[config.mk]
export PLATFORM = sky130hd
export DESIGN_NAME = bist_window_ctrl
export DESIGN_NICKNAME = d
export VERILOG_FILES = /design/src/rtl/link_bist_pkg.sv /design/src/rtl/bist_window_ctrl.sv
export SDC_FILE = /design/constraint.sdc
export NUM_CORES = 1
export LEC_CHECK = 0
export ABC_AREA = 1
export CAP_MARGIN = 30
export CORE_AREA = 3 3 40 42
export DETAILED_ROUTE_END_ITERATION = 10
export DIE_AREA = 0 0 43 45
export HOLD_SLACK_MARGIN = 0.03
export SYNTH_ARGS = -nofsm -noshare
export SYNTH_HDL_FRONTEND = slang
export SYNTH_SLANG_ARGS = --single-unit
[constraint.sdc]
create_clock -name clk -period 1.4 [get_ports clk]
set_input_delay 0.28 -clock clk [delete_from_list [all_inputs] [get_ports clk]]
set_output_delay 0.28 -clock clk [all_outputs]
set_load 0.05 [all_outputs]
[src/rtl/link_bist_pkg.sv]
package link_bist_pkg;

   // phase of the test window
   typedef enum logic [1:0] {
      PH_HOLD   = 2'd0,   // no window: verdict is held
      PH_SETTLE = 2'd1,   // window open, descrambler settling after lock
      PH_CHECK  = 2'd2    // window open, frames are checked
   } bist_phase_e;

   function automatic int unsigned min1_clog2(input int unsigned v);
      return (v < 2) ? 1 : $clog2(v);
   endfunction

endpackage

[src/rtl/bist_window_ctrl.sv]
module bist_window_ctrl
   import link_bist_pkg::*;
#(
   parameter int unsigned SETTLE_FRAMES = 2
) (
   input  logic clk,
   input  logic rst_n,
   input  logic en_i,
   input  logic lock_i,
   input  logic valid_i,
   input  logic err_raw_i,
   output logic start_o,
   output logic active_o,
   output logic hit_o,
   output logic fail_o,
   output logic err_q_o,
   output logic pass_lvl_o
);
   localparam int unsigned SET_W = min1_clog2(SETTLE_FRAMES);
   localparam logic [SET_W-1:0] SET_LAST = SET_W'(SETTLE_FRAMES - 1);

   initial begin
      assert (SETTLE_FRAMES >= 1) else $error("settle period must be at least one frame");
   end

   bist_phase_e      phase_q;
   logic [SET_W-1:0] set_cnt_q;

   assign start_o  = (phase_q == PH_HOLD) && en_i;
   assign active_o = (phase_q != PH_HOLD);
   assign hit_o    = (phase_q == PH_CHECK) && en_i && lock_i && valid_i && err_raw_i;

   always_ff @(posedge clk or negedge rst_n) begin
      if (!rst_n) begin
         phase_q    <= PH_HOLD;
         set_cnt_q  <= '0;
         fail_o     <= 1'b0;
         err_q_o    <= 1'b0;
         pass_lvl_o <= 1'b0;
      end else begin
         err_q_o <= hit_o;
         if (phase_q == PH_HOLD) begin
            if (en_i) begin
               phase_q    <= PH_SETTLE;
               set_cnt_q  <= '0;
               fail_o     <= 1'b0;
               pass_lvl_o <= lock_i;
            end
         end else if (!en_i) begin
            phase_q    <= PH_HOLD;
            pass_lvl_o <= ~fail_o;
         end else begin
            if (lock_i) pass_lvl_o <= 1'b1;
            if (hit_o)  fail_o     <= 1'b1;
            if (!lock_i) begin
               phase_q   <= PH_SETTLE;
               set_cnt_q <= '0;
            end else if (phase_q == PH_SETTLE && valid_i) begin
               if (set_cnt_q == SET_LAST) phase_q   <= PH_CHECK;
               else                       set_cnt_q <= set_cnt_q + 1'b1;
            end
         end
      end
   end

   // nothing is flagged while settling
   p_settle_quiet_r4: assert property (@(posedge clk) disable iff (!rst_n)
      (phase_q == PH_SETTLE) |-> !hit_o);
   // losing lock sends the window back to settling
   p_relock_settle_r7: assert property (@(posedge clk) disable iff (!rst_n)
      (active_o && en_i && !lock_i) |=> phase_q == PH_SETTLE);
   // a fresh window forgets earlier failures
   p_fresh_window_r2: assert property (@(posedge clk) disable iff (!rst_n)
      start_o |=> !fail_o);

endmodule

==> impl_metrics.xml <==
<?xml version="1.0" encoding="UTF-8"?>
<metrics>
  <group name="global_routing">
    <metric name="grt_pass1_vias" unit="">306</metric>
    <metric name="grt_antenna_before_repair" unit="">0</metric>
    <metric name="grt_usage" unit="%">8.12</metric>
    <metric name="global_route.overflow_total" unit="">0</metric>
    <metric name="largest_net_degree_at_the_start_of_global_routing" unit="">7</metric>
    <metric name="wire_length_of_the_first_global_routing_pass" unit="um">1140</metric>
  </group>
  <group name="route">
    <metric name="drt_pass1_iterations" unit="">1</metric>
    <metric name="vias_per_cell" unit="">3.86</metric>
    <metric name="routed-via-count" unit="">305</metric>
    <metric name="routedWlPerCell" unit="um">8.97</metric>
    <metric name="totalWireLength" unit="um">709</metric>
    <metric name="dr.first_iter.drc_count" unit="">0</metric>
    <metric name="drt.antenna.violating_nets" unit="">0</metric>
    <metric name="route.detailed.drc" unit="">0</metric>
  </group>
  <group name="timing">
    <metric name="grt_setup_unrepaired" unit="">true</metric>
    <metric name="layout_min_cycle_time" unit="ns">1.36</metric>
    <metric name="fin_skew" unit="ns">0.000110</metric>
    <metric name="max_slew_margin" unit="%">81.4</metric>
    <metric name="min_period_over_period" unit="%">97.1</metric>
    <metric name="max_slew_violation_total_from_the_final_report" unit="">0</metric>
    <metric name="maximum_frequency_from_static_timing_analysis" unit="GHz">0.736</metric>
    <metric name="hold_violations" unit="">0</metric>
    <metric name="setup_ws_post_layout" unit="ns">0.0407</metric>
    <metric name="finalSetupViolations" unit="">0</metric>
    <metric name="max_slew.worst_pin.slew" unit="ns">0.278</metric>
  </group>
  <group name="yosys">
    <metric name="yosysUniqueCellTypes" unit="">10</metric>
    <metric name="syn_area" unit="um2">293</metric>
    <metric name="syn-mean-instance-area" unit="um2">7.32</metric>
    <metric name="synth.net_count" unit="">46</metric>
    <metric name="synth_sequential_area_ratio" unit="%">51.3</metric>
    <metric name="postSynthCellCount" unit="">40</metric>
    <metric name="yosys_warnings" unit="">0</metric>
    <metric name="synth.ff_latch_count" unit="">6</metric>
  </group>
  <group name="power">
    <metric name="pwr_density_cell" unit="nW/um2">892</metric>
    <metric name="leakage" unit="uW">0.000307</metric>
    <metric name="max-vdd-ir-drop" unit="mV">0.360</metric>
    <metric name="power.total" unit="uW">517</metric>
  </group>
  <group name="die">
    <metric name="rows" unit="">13</metric>
    <metric name="die_outline_area" unit="um2">1940</metric>
    <metric name="number_of_placed_i_o_pins" unit="">12</metric>
    <metric name="design.core.area" unit="um2">1280</metric>
    <metric name="initial_util" unit="%">22.8</metric>
    <metric name="die_h" unit="um">45</metric>
    <metric name="floorplan.die.width" unit="um">43</metric>
  </group>
  <group name="clocking">
    <metric name="clock_sinks" unit="">6</metric>
    <metric name="clock_tree.root_cell" unit="">clkbuf_4</metric>
    <metric name="cts_max_level" unit="">1</metric>
    <metric name="clkSlewWorstSetupHoldPaths" unit="ns">0.04</metric>
    <metric name="cts_buffer_depth" unit="">2</metric>
    <metric name="cts_buffers" unit="">3</metric>
    <metric name="clock_insertion_delay_worst_skew" unit="ns">0.24</metric>
    <metric name="cts_tree" unit="">done</metric>
    <metric name="cts_hold_repair.buffers" unit="">0</metric>
  </group>
  <group name="run_status">
    <metric name="run_status" unit="">finished, final reports clean</metric>
  </group>
  <group name="layout">
    <metric name="layoutNonFillerInstCount" unit="">79</metric>
    <metric name="share_of_post_route_cells_with_drive_strength_above_1" unit="%">39.1</metric>
    <metric name="nNetsFinal" unit="">72</metric>
    <metric name="layout_commonest_cell" unit="">nand2_1</metric>
    <metric name="area_delta_synth_final" unit="%">97.9</metric>
    <metric name="layout_common_cells" unit="">nand2_1, buf_4, inv_1, dfrtp_1, buf_12</metric>
    <metric name="antennaDiodeCount" unit="">0</metric>
  </group>
  <group name="placement">
    <metric name="place_ws" unit="ns">-0.197</metric>
    <metric name="finalWeightedCongestion" unit="">0.737</metric>
    <metric name="io_buffer_count" unit="">11</metric>
    <metric name="place.detailed.hpwl" unit="um">540</metric>
    <metric name="placedCellCount" unit="">69</metric>
  </group>
  <group name="setup_path">
    <metric name="crit_arrival" unit="ns">1.08</metric>
    <metric name="critPathLaunch" unit="">phase_q[1]</metric>
    <metric name="r2r_setup_slack" unit="ns">0.12</metric>
    <metric name="critical_path.max_fanout" unit="">3</metric>
    <metric name="crit_end" unit="">start_o</metric>
    <metric name="reg2reg_depth" unit="">7</metric>
    <metric name="worst_setup_path_end_kind" unit="">output port</metric>
    <metric name="path_class" unit="">flop to output port</metric>
    <metric name="crit_required" unit="ns">1.12</metric>
    <metric name="timing.rr.start" unit="">phase_q[0]</metric>
    <metric name="r2r-end" unit="">fail_o</metric>
    <metric name="critical_path.startpoint_type" unit="">flop</metric>
  </group>
  <group name="run">
    <metric name="cap_violations" unit="">0</metric>
  </group>
  <group name="min_path">
    <metric name="worst_hold_path_type" unit="">input pin to async pin</metric>
  </group>
</metrics>
==> critical path: stages (launching register included) <==
cell and delay, ns:
dfrtp_1 0.39, nor2_2 0.15, nand2_2 0.09, inv_2 0.08, buf_12 0.13
==> Yosys cell counts, drive strengths merged <==
library cell,count,share of area (%)
o21ai,2,3.4
nor3,1,1.7
nand2,13,18
a21oi,3,6.4
nor2,5,6.4
dfrtp,6,51
nand3,1,1.7
inv,9,12
==> per-layer routing <==
metal / vias to the layer above / track usage, % / wire (um)
met5: - / 0 / 0
met4: 0 / 5.42 / 0
met3: 0 / 2.79 / 58
met2: 8 / 12.6 / 318
met1: 131 / 9.54 / 331
li1: 166 / - / -
==> per-stage QoR <==
step	util, %	hold slack, ns	TNS, ns	cell area [um2]
4_1_cts	43.7	0.287	0	562
3_5_place_dp	39.2	0.527	-0.254	504
5_1_grt	45.1	0.284	-0.0785	579
2_1_floorplan	-	-0.0156	0	293
6_report	45.1	0.285	0	579
3_3_place_gp	39.2	0.522	-0.253	504
==> power by group <==
group,switching (uW),internal [uW],leakage [uW],total [uW]
sequential,11.6,187,0.0000782,198
combinational,88.7,74.3,0.000215,163
clock,58.5,96.7,0.0000138,155
total,159,358,0.000307,517
==> timing repair <==
action,CTS,global route
pin swaps,2,4
buffers inserted,5,2
gates resized for setup,7,1
setup endpoints to repair,2,3
==> cells by family (layout without fill, tap and decap cells) <==
logic type      count (synthesis)  after routing  synth area share [%]
simple gates                   20             20                  27.3
buf+inv                         9             33                  11.5
flops                           6              6                  51.3
compound gates                  5              5                  9.83
==> flip-flops by register name, indices dropped and copies added, names as in the netlist <==
name	cells
fail_o	1
phase_q	2
set_cnt_q	1
err_q_o	1
pass_lvl_o	1
==> final cells by class <==
cell class | instances | area [um2]
flip-flops and latches | 6 | 150
multi-input cells | 25 | 114
well taps | 15 | 18.8
repair buffers | 21 | 240
inverters | 9 | 33.8
fillers | 130 | 706
clock buffers | 3 | 22.5
==> worst min-delay path by stage <==
stage	endpoint	slack (ns)	cells after the start
finish	fail_o	0.28	1
global route	fail_o	0.28	1
CTS	err_q_o	0.29	1
detailed placement	phase_q[1]	0.53	2
global placement	phase_q[1]	0.52	2
floorplan	err_q_o	-0.02	0
No activity file was read; power rests on OpenSTA's default activity.
